===== src/rtl/wdt_pkg.sv =====
package wdt_pkg;

    typedef enum logic [1:0] {
        ST_INIT = 2'd0,
        ST_WIN  = 2'd1,
        ST_TOUT = 2'd2
    } wdt_state_e;

    localparam int unsigned LONGEST_UNITS = 28672;

    typedef struct packed {
        logic       slow;
        logic [2:0] sel;
        logic       off;
    } wdt_cfg_t;

    // period length in units; off forces the longest entry of the column
    function automatic logic [14:0] period_units(input logic slow, input logic [2:0] sel,
                                                 input logic off);
        logic [2:0] s;
        s = off ? 3'd7 : sel;
        if (!slow) begin
            case (s)
                3'd0: return 15'd20;
                3'd1: return 15'd40;
                3'd2: return 15'd80;
                3'd3: return 15'd160;
                3'd4: return 15'd320;
                3'd5: return 15'd640;
                3'd6: return 15'd1024;
                default: return 15'd2048;
            endcase
        end else begin
            case (s)
                3'd0: return 15'd160;
                3'd1: return 15'd320;
                3'd2: return 15'd640;
                3'd3: return 15'd1024;
                3'd4: return 15'd2048;
                3'd5: return 15'd3072;
                3'd6: return 15'd4096;
                default: return 15'd28672;
            endcase
        end
    endfunction

endpackage


===== src/rtl/wdt_code_check.sv =====
module wdt_code_check (
    input  logic [3:0] code,
    output logic       ok
);
    // redundant halves must be complements
    assign ok = (code[3:2] == ~code[1:0]);
endmodule


===== src/rtl/wdt_period_lut.sv =====
module wdt_period_lut import wdt_pkg::*; #(
    parameter int unsigned UNIT_TICKS = 512,
    parameter int unsigned CNT_W      = 24
) (
    input  logic             slow,
    input  logic [2:0]       sel,
    input  logic             off,
    output logic [CNT_W-1:0] lim_ticks
);
    logic [14:0] units;
    assign units     = period_units(slow, sel, off);
    assign lim_ticks = CNT_W'(units) * CNT_W'(UNIT_TICKS);
endmodule


===== src/rtl/wdt_tick_counter.sv =====
module wdt_tick_counter #(
    parameter int unsigned W = 24
) (
    input  logic         clk,
    input  logic         rst_n,
    input  logic         clr,
    input  logic         inc,
    output logic [W-1:0] count
);
    always_ff @(posedge clk or negedge rst_n) begin
        if (!rst_n)   count <= '0;
        else if (clr) count <= '0;
        else if (inc) count <= count + 1'b1;
    end
endmodule


===== src/rtl/wdt_window_core.sv =====
module wdt_window_core import wdt_pkg::*; #(
    parameter int unsigned UNIT_TICKS = 512,
    parameter int unsigned INIT_UNITS = 256
) (
    input  logic       clk,
    input  logic       rst_n,
    input  logic       tick,
    input  logic       trig,
    input  logic [3:0] trig_code,
    input  logic       win_sel,
    input  logic       slow_col,
    input  logic [2:0] period_sel,
    input  logic       wd_off,
    output logic       rst_req,
    output logic       expire_irq
);
    localparam int unsigned MAX_UNITS = (INIT_UNITS > LONGEST_UNITS) ? INIT_UNITS : LONGEST_UNITS;
    localparam int unsigned MAX_TICKS = MAX_UNITS * UNIT_TICKS;
    localparam int unsigned CNT_W     = $clog2(MAX_TICKS + 1);
    localparam logic [CNT_W-1:0] INIT_LIM = CNT_W'(INIT_UNITS * UNIT_TICKS);

    wdt_state_e       st_q, st_d;
    wdt_cfg_t         cfg_q;
    logic [CNT_W-1:0] cnt, run_lim, lim, half;
    logic             code_good, accept, fail, irq, clr, inc;

    wdt_code_check u_code (.code(trig_code), .ok(code_good));

    wdt_period_lut #(.UNIT_TICKS(UNIT_TICKS), .CNT_W(CNT_W)) u_lut (
        .slow(cfg_q.slow), .sel(cfg_q.sel), .off(cfg_q.off), .lim_ticks(run_lim)
    );

    wdt_tick_counter #(.W(CNT_W)) u_cnt (
        .clk(clk), .rst_n(rst_n), .clr(clr), .inc(inc), .count(cnt)
    );

    assign lim  = (st_q == ST_INIT) ? INIT_LIM : run_lim;
    assign half = lim >> 1;

    // Transition logic
    always_comb begin
        st_d   = st_q;
        accept = 1'b0;
        fail   = 1'b0;
        irq    = 1'b0;
        clr    = 1'b0;
        inc    = 1'b0;
        if (trig) begin
            if (!code_good) begin
                fail = 1'b1;
            end else if (st_q == ST_WIN && cnt < half) begin
                fail = 1'b1;
            end else begin
                accept = 1'b1;
                clr    = 1'b1;
                st_d   = (wd_off || !win_sel) ? ST_TOUT : ST_WIN;
            end
        end else if (tick) begin
            if (cnt == lim - 1'b1) begin
                unique case (st_q)
                    ST_TOUT: begin irq = 1'b1; clr = 1'b1; end
                    ST_INIT, ST_WIN: fail = 1'b1;
                    default: fail = 1'b1;
                endcase
            end else begin
                inc = 1'b1;
            end
        end
        if (fail) begin
            clr  = 1'b1;
            st_d = ST_INIT;
        end
    end

    // State register
    always_ff @(posedge clk or negedge rst_n) begin
        if (!rst_n) begin
            st_q  <= ST_INIT;
            cfg_q <= '0;
        end else begin
            st_q <= st_d;
            if (accept) cfg_q <= '{slow: slow_col, sel: period_sel, off: wd_off};
        end
    end

    // Outputs
    always_ff @(posedge clk or negedge rst_n) begin
        if (!rst_n) begin
            rst_req    <= 1'b0;
            expire_irq <= 1'b0;
        end else begin
            rst_req    <= fail;
            expire_irq <= irq;
        end
    end

    a_r2_bad_code: assert property (@(posedge clk) disable iff (!rst_n)
        (trig && !code_good) |=> rst_req);
    a_r4_early_fail: assert property (@(posedge clk) disable iff (!rst_n)
        (st_q == ST_WIN && trig && code_good && cnt < half) |=> rst_req);
    a_r6_count_in_range: assert property (@(posedge clk) disable iff (!rst_n)
        cnt < lim);
    a_r7_irq_in_timeout: assert property (@(posedge clk) disable iff (!rst_n)
        expire_irq |-> st_q == ST_TOUT);
    a_r11_hold_without_tick: assert property (@(posedge clk) disable iff (!rst_n)
        (!tick && !trig) |=> $stable(cnt));
    a_r12_exclusive: assert property (@(posedge clk) disable iff (!rst_n)
        !(rst_req && expire_irq));
    a_r12_back_to_init: assert property (@(posedge clk) disable iff (!rst_n)
        rst_req |-> st_q == ST_INIT);

endmodule


===== config.mk =====
export PLATFORM = sky130hd
export DESIGN_NAME = wdt_window_core
export DESIGN_NICKNAME = d
export VERILOG_FILES = /design/src/rtl/wdt_pkg.sv /design/src/rtl/wdt_code_check.sv /design/src/rtl/wdt_period_lut.sv /design/src/rtl/wdt_tick_counter.sv /design/src/rtl/wdt_window_core.sv
export SDC_FILE = /design/constraint.sdc
export NUM_CORES = 1
export LEC_CHECK = 0
export BUFFER_PORTS_ARGS = -buffer_cell sky130_fd_sc_hd__buf_2
export CAP_MARGIN = 20
export CORE_MARGIN = 1.5
export CORE_UTILIZATION = 49
export CTS_CLUSTER_SIZE = 14
export DETAILED_ROUTE_END_ITERATION = 8
export GPL_TIMING_DRIVEN = 1
export PLACE_DENSITY_LB_ADDON = 0.1
export SLEW_MARGIN = 20
export SYNTH_ARGS = -nofsm -noshare
export SYNTH_HDL_FRONTEND = slang
export SYNTH_HIERARCHICAL = 1
export SYNTH_SLANG_ARGS = --single-unit
export TNS_END_PERCENT = 20

===== constraint.sdc =====
create_clock -name clk -period 4.5 [get_ports clk]
set_clock_uncertainty 0.2 [all_clocks]
set_input_delay 0.45 -clock clk [delete_from_list [all_inputs] [get_ports clk]]
set_output_delay 0.45 -clock clk [all_outputs]
set_load 0.02 [all_outputs]

After elaboration in Yosys (flattened, before gate mapping)
Cells that the tools add are included.
{"block": "classes", "eq_ne": 11, "n_addsub": 2, "bitwise_logic": 1, "muxes": 30, "magnitude_cmp": 1, "reduce_logical": 9}
{"operator": "case mux 15 bit (7 select lines)", "count": 1}
{"operator": "case mux 12 bit (7 select lines)", "count": 1}
{"operator": "two-way mux 24 bit", "count": 3}
{"operator": "adder 24 x 1 -> 24 bit (second input constant)", "count": 1}
{"operator": "equality test 24 bit", "count": 1}
{"operator": "less-than comparator 24 x 23 -> 1 bit", "count": 1}
{"operator": "subtractor 24 x 1 -> 24 bit (second input constant)", "count": 1}
{"operator": "two-way mux 1 bit", "count": 18}
{"operator": "two-way mux 15 bit", "count": 1}
{"operator": "two-way mux 2 bit", "count": 5}
{"operator": "equality test 3 bit (second input constant)", "count": 3}
{"operator": "equality test 3 x 2 -> 1 bit (second input constant)", "count": 2}
{"operator": "nonzero test 2 bit", "count": 3}
{"operator": "equality test 3 x 1 -> 1 bit (second input constant)", "count": 1}
{"operator": "zero test 3 bit", "count": 1}
{"operator": "two-way mux 3 bit", "count": 1}
{"operator": "AND reduction 3 bit", "count": 1}
{"operator": "equality test 2 x 1 -> 1 bit (second input constant)", "count": 1}
{"operator": "equality test 2 bit", "count": 1}
{"operator": "equality test 2 bit (second input constant)", "count": 1}
{"operator": "zero test 2 bit", "count": 1}
{"operator": "inequality test 2 bit (second input constant)", "count": 1}
{"operator": "inverter 2 bit", "count": 1}
{"operator": "logical AND 1 bit", "count": 1}
{"operator": "other kinds (2)", "count": 2}
{"block": "totals", "output_inout_bits": 2, "ff_bits": 33, "wordCells": 61}

Longest topological paths before layout
{"block": "logic_depth", "ltp_word": 12, "mapped_depth": 22, "mapped_depth_nobuf": 15}

By module
Netlist, hierarchy kept.
{"mod": "wdt_window_core", "cells_per_inst": 314, "seq_area_each_um2": 225.2, "instances": 1, "area_each_um2": 2243.4}
{"mod": "wdt_tick_counter", "cells_per_inst": 129, "seq_area_each_um2": 600.6, "instances": 1, "area_each_um2": 1238.7}
{"mod": "wdt_period_lut", "cells_per_inst": 54, "seq_area_each_um2": 0.0, "instances": 1, "area_each_um2": 366.6}
{"mod": "wdt_code_check", "cells_per_inst": 3, "seq_area_each_um2": 0.0, "instances": 1, "area_each_um2": 21.3}

Worst setup path after synthesis
Ideal clock, no wire load.
{"block": "synth_path", "path_kind": "reg-to-reg", "startpoint": "register cfg_q[1] in the netlist's numbering", "endpoint": "register u_cnt.count[17]", "period_less_slack_ps": 4412, "t_arrival_ps": 4134, "t_required_ps": 4222, "n_path_buf": 5, "slack_ps": 88, "setup_time_ps": 78, "stages_incl_launch_ff": 21, "cell_sequence": "dfrtp_1 > buf_4 > and2b_4 > o21ai_0 > a21oi_1 > clkbuf_1 > or2_2 > or3_1 > clkbuf_1 > or4_1 > nand3b_1 > a21oi_1 > and4_1 > nand4_1 > and3b_1 > buf_4 > o211ai_4 > or4_1 > buf_2 > or3_1 > a21oi_1"}
{"item": "from (decl)", "line": "wdt_window_core.sv:23", "source": "wdt_cfg_t cfg_q;"}
{"item": "from (signal assigned)", "line": "wdt_window_core.sv:82", "source": "if (accept) cfg_q <= '{slow: slow_col, sel: period_sel, off: wd_off};"}
{"item": "two-way mux 3 bit (*)", "line": "wdt_pkg.sv:21", "source": "s = off ? 3'd7 : sel;"}
{"item": "equality test 3 bit, or another cell as far along", "line": "wdt_pkg.sv:23, wdt_pkg.sv:34"}
{"item": "case mux 12 bit (7 select lines) or case mux 15 bit (7 select lines) (tied branches)", "line": "wdt_pkg.sv:23, wdt_pkg.sv:34"}
{"item": "two-way mux 15 bit (*)", "line": "wdt_pkg.sv:22", "source": "if (!slow) begin"}
{"item": "named net run_lim[16]", "line": "wdt_window_core.sv:24", "source": "logic [CNT_W-1:0] cnt, run_lim, lim, half;"}
{"item": "two-way mux 24 bit (*)", "line": "wdt_window_core.sv:37", "source": "assign lim = (st_q == ST_INIT) ? INIT_LIM : run_lim;"}
{"item": "subtractor 24 x 1 -> 24 bit (*)", "line": "wdt_window_core.sv:59", "source": "if (cnt == lim - 1'b1) begin"}
{"item": "equality test 24 bit (*)", "line": "wdt_window_core.sv:59"}
{"item": "two-way mux 1 bit (*)", "line": "wdt_window_core.sv:59"}
{"item": "two-way mux 1 bit (*)", "line": "wdt_window_core.sv:58", "source": "end else if (tick) begin"}
{"item": "two-way mux 1 bit (*)", "line": "wdt_window_core.sv:48", "source": "if (trig) begin"}
{"item": "named net inc", "line": "wdt_window_core.sv:25", "source": "logic code_good, accept, fail, irq, clr, inc;"}
{"item": "nonzero test 2 bit (no line) (*)"}
{"item": "to (signal assigned)", "line": "wdt_tick_counter.sv:13", "source": "else if (inc) count <= count + 1'b1;"}
{"item": "to (decl)", "line": "wdt_tick_counter.sv:8", "source": "output logic [W-1:0] count"}
Mark *: on every way through the listed nets, which the timed path passes. The rest lies on a longest branch.
A chain may end at the register's enable or synchronous reset.

Worst setup path after layout
{"block": "layout_path", "startpoint": "register cfg_q[2] in the netlist's numbering", "endpoint": "register u_cnt.count[17]"}
{"block": "layout_between", "elab_chain_len": 12}
{"item": "two-way mux 3 bit (*)", "line": "wdt_pkg.sv:21"}
{"item": "equality test 3 bit, or another cell as far along", "line": "wdt_pkg.sv:23, wdt_pkg.sv:34"}
{"item": "case mux 12 bit (7 select lines) or case mux 15 bit (7 select lines) (tied branches)", "line": "wdt_pkg.sv:23, wdt_pkg.sv:34"}
{"item": "two-way mux 15 bit (*)", "line": "wdt_pkg.sv:22"}
{"item": "named net run_lim[15]", "line": "wdt_window_core.sv:24"}
{"item": "two-way mux 24 bit (*)", "line": "wdt_window_core.sv:37"}
{"item": "subtractor 24 x 1 -> 24 bit or less-than comparator 24 x 23 -> 1 bit (tied branches)", "line": "wdt_window_core.sv:59, wdt_window_core.sv:51"}
{"item": "equality test 24 bit or logical AND 1 bit (tied branches)", "line": "wdt_window_core.sv:59, wdt_window_core.sv:51"}
{"item": "two-way mux 1 bit (on tied branches)", "line": "wdt_window_core.sv:59, wdt_window_core.sv:51"}
{"item": "two-way mux 1 bit (on tied branches)", "line": "wdt_window_core.sv:58, wdt_window_core.sv:49"}
{"item": "two-way mux 1 bit", "line": "wdt_window_core.sv:48"}
{"item": "two-way mux 1 bit (*)", "line": "wdt_window_core.sv:69", "source": "if (fail) begin"}
{"item": "named net clr", "line": "wdt_window_core.sv:25"}
{"item": "two-way mux 24 bit or nonzero test 2 bit (tied branches)"}
Marks and branches as above.

==> results.ini <==
[sta]
setup_slack_ps=125
period_needed_ps=4380
max_slew_margin=0.488
setup_viol=0
hold_violations=0
period_share=0.972
finalMaxSlewViolations=0
max_freq_mhz=229
worst_pin_slew_ps=767

[die]
core_area_um2=7690
num_rows=32
die_h_um=91.9
start_util=0.503
die_area_um2=8440
die_w_um=91.9
io-pin-count=16

[place]
place_ws_ps=43.1
port_buffers=15
dp_hpwl_mm=8.61
gp_congestion=0.965

[clock_network]
cts_sinks=33
htreeDepth=2
cts-root-buf=clkbuf_8
cts_max_path_buffers=2
clock_latency_ps=290
numCtsBuffers=5
clk_pin_slew_worst_paths_ps=80
cts_tree=yes

[global_route]
grt_pass1_vias=3605
antenna_found_initial=0
grt_pass1_wl_mm=18.3
grt_usage=0.275
grt_overflow=0
grt_max_degree=34

[yosys]
yosys_warnings=6
yosysTopAreaCell=dfrtp_1
synth-edff-count=0
synth_cells=500
ys_seq_area_frac=0.213
synth_area_leaders=dfrtp_1 (21%), ha_1 (7.8%), nand2_1 (5.4%)
avgSynthCellArea_um2=7.74
synthFlopType=dfrtp_1
syn_area_um2=3870
synth_top_cell_area_share=0.213
yosys_register_bits=33
yosysUniqueCellTypes=79
synthArstFlopShare=1.00

[setup_path]
r2r_setup_slack_ps=120
worstSetupPathType=flip-flop to flip-flop
critPathMaxFanout=8
required_ps=4520
cpMaxStageDelayCell=or4_4
reg2reg_to=u_cnt/count[17]$_DFFE_PN0P_
end_kind=flip-flop
r2r-start=cfg_q[2]$_DFFE_PN0P_
rr_worst_depth=15
worst_path_most_repeated_cell=a21oi_1
arrival_ps=4400
cp_slowest_stage_delay_ps=580
cp-start-kind=flip-flop
crit_chain=and2b_2, o21ai_1, a21oi_1, or2_2, or3_4, nor2_1, xnor2_1, nor4_1, and4_1, and4_4, or2_4, o211ai_4, or4_4, or3_1, a21oi_1

[routing]
ant_nets=0
vias=3869
wl_per_cell_um=17.5
drt-total-wl_mm=11.2
vias_per_cell=6.05
drtIter0Drc=188
drc=0
first_pass_iters=5

[finish]
multi_input_area_um2=2840
layout-drive-gt1-share=0.182
syn2layout_area_growth_pct=13.0
seq_area_um2=827
n_antenna_cell=0
fill_cells=756
final_nets=575

[power]
totalPowerFinal_mw=1.30
ir_drop_v=0.000137
powerDensity_nw_per_um2=298
leakage_nw=1.84

[run]
maxCapViolCount=0

[hold_path]
holdCritPathClass=input port to async pin

[outcome]
status=finished, final reports clean

## cell families (layout without fill, tap and decap cells)
logic type               after synthesis  in the layout  synth area share
AO/OA/AOI/OAI                        123            123             0.214
XOR/XNOR                              38             38            0.0860
adder cells (fa/ha/maj)               24             24            0.0776
buffers and inverters                 50             78            0.0702
flip-flops                            33             33             0.213
multiplexers                           5              5            0.0129
other                                  1             11          0.000969
AND/OR/NAND/NOR                      226            226             0.325
## worst max-delay path, delay by kind of cell (launching register included)
family,cells,cell delay [ps]
AO/OA/AOI/OAI,4,480
AND/OR/NAND/NOR,10,3050
flip-flops,1,450
XOR/XNOR,1,120
## synth_stat cells (3+ instances only)
master	n
nor2_1	36
a31oi_1	8
o22ai_1	4
and3_1	3
clkbuf_1	16
mux2i_1	5
xor2_1	17
nand2b_1	7
o32ai_1	3
nand3_1	17
nor2b_1	4
nand4_1	16
o21ai_0	25
a21oi_1	34
ha_1	24
and2_1	6
nor4b_1	3
xnor2_1	21
nor4_1	11
inv_1	11
nor3_1	17
a21o_1	7
and4_1	4
o21a_1	7
o211ai_1	6
nand2_1	56
o21bai_1	4
buf_6	3
dfrtp_1	33
or4_1	5
nor4bb_1	3
buf_2	3
or3_1	15
buf_4	15
## routing by layer
metal / vias up / GRT usage / part of all wire
met5: - / 0 / 0
met4: 0 / 0.0756 / 0.011
met3: 10 / 0.0265 / 0.047
met2: 104 / 0.456 / 0.47
met1: 1846 / 0.380 / 0.47
li1: 1909 / - / -
## stage by stage
| stage | hold slack [ps] | util | cells | TNS (ps) | area (µm²) |
|---|---|---|---|---|---|
| final | 23.0 | 0.569 | 640 | 0 | 4370 |
| after global routing | 82.9 | 0.569 | 640 | -0.0946 | 4370 |
| after CTS | 38.0 | 0.564 | 639 | 0 | 4340 |
| after detailed placement | 286 | 0.548 | 631 | 0 | 4220 |
| after global placement | 287 | 0.548 | 631 | 0 | 4220 |
| after floorplan | -45.6 | - | 510 | 0 | 3910 |
## how the worst max path moves through the flow
stage | startpoint | to | slack (ps)
after floorplan | cfg_q[1]$_DFFE_PN0P_ | u_cnt/count[17]$_DFFE_PN0P_ | 90
after global placement | cfg_q[2]$_DFFE_PN0P_ | u_cnt/count[15]$_DFFE_PN0P_ | 20
after detailed placement | cfg_q[2]$_DFFE_PN0P_ | u_cnt/count[17]$_DFFE_PN0P_ | 40
after CTS | cfg_q[2]$_DFFE_PN0P_ | u_cnt/count[17]$_DFFE_PN0P_ | 70
after global routing | cfg_q[3]$_DFFE_PN0P_ | u_cnt/count[19]$_DFFE_PN0P_ | -0.09
final | cfg_q[2]$_DFFE_PN0P_ | u_cnt/count[17]$_DFFE_PN0P_ | 120
## sequential cells by signal, indices dropped and copies added, names as in the netlist
name         count
st_q             2
rst_req          1
expire_irq       1
u_cnt/count     24
cfg_q            5
## power by group
part | internal (mW) | total, mW | leakage, nW | switching [mW]
clock network | 0.166 | 0.293 | 0.0543 | 0.127
registers | 0.315 | 0.347 | 0.449 | 0.0319
logic | 0.289 | 0.661 | 1.33 | 0.371
total | 0.770 | 1.30 | 1.84 | 0.531
## area by class of cell
| class | instances | share of cell area |
|---|---|---|
| inverters | 11 | 0.00944 |
| repair buffers | 59 | 0.0956 |
| clock inverters | 3 | 0.0106 |
| well taps | 102 | 0.0292 |
| clock buffers | 5 | 0.0157 |
| flip-flops and latches | 33 | 0.189 |
| multi-input cells | 427 | 0.650 |
## placed cells by master, fill, tap and decap left out, drive strengths merged, types with 6 or more instances in the layout
cell type / n
or4: 7
buf: 59
a31oi: 8
ha: 24
a21o: 7
a21oi: 34
o211ai: 7
and2: 6
dfrtp: 33
xnor2: 21
nor4: 13
nor2: 36
xor2: 17
nand4: 16
nand3: 18
nand2b: 7
or3: 15
o21ai: 26
nand2: 56
inv: 11
o21a: 7
nor3: 19
conb: 11
## timing repair
| item | 4_1_cts | 5_1_grt |
|---|---|---|
| pin swaps | 0 | 2 |
| setup endpoints to repair | 1 | 12 |
| hold buffers | 0 | 0 |
| buffers inserted | 0 | 1 |
| resized for setup | 1 | 11 |
Note: power is estimated with default switching activity, not from simulation.
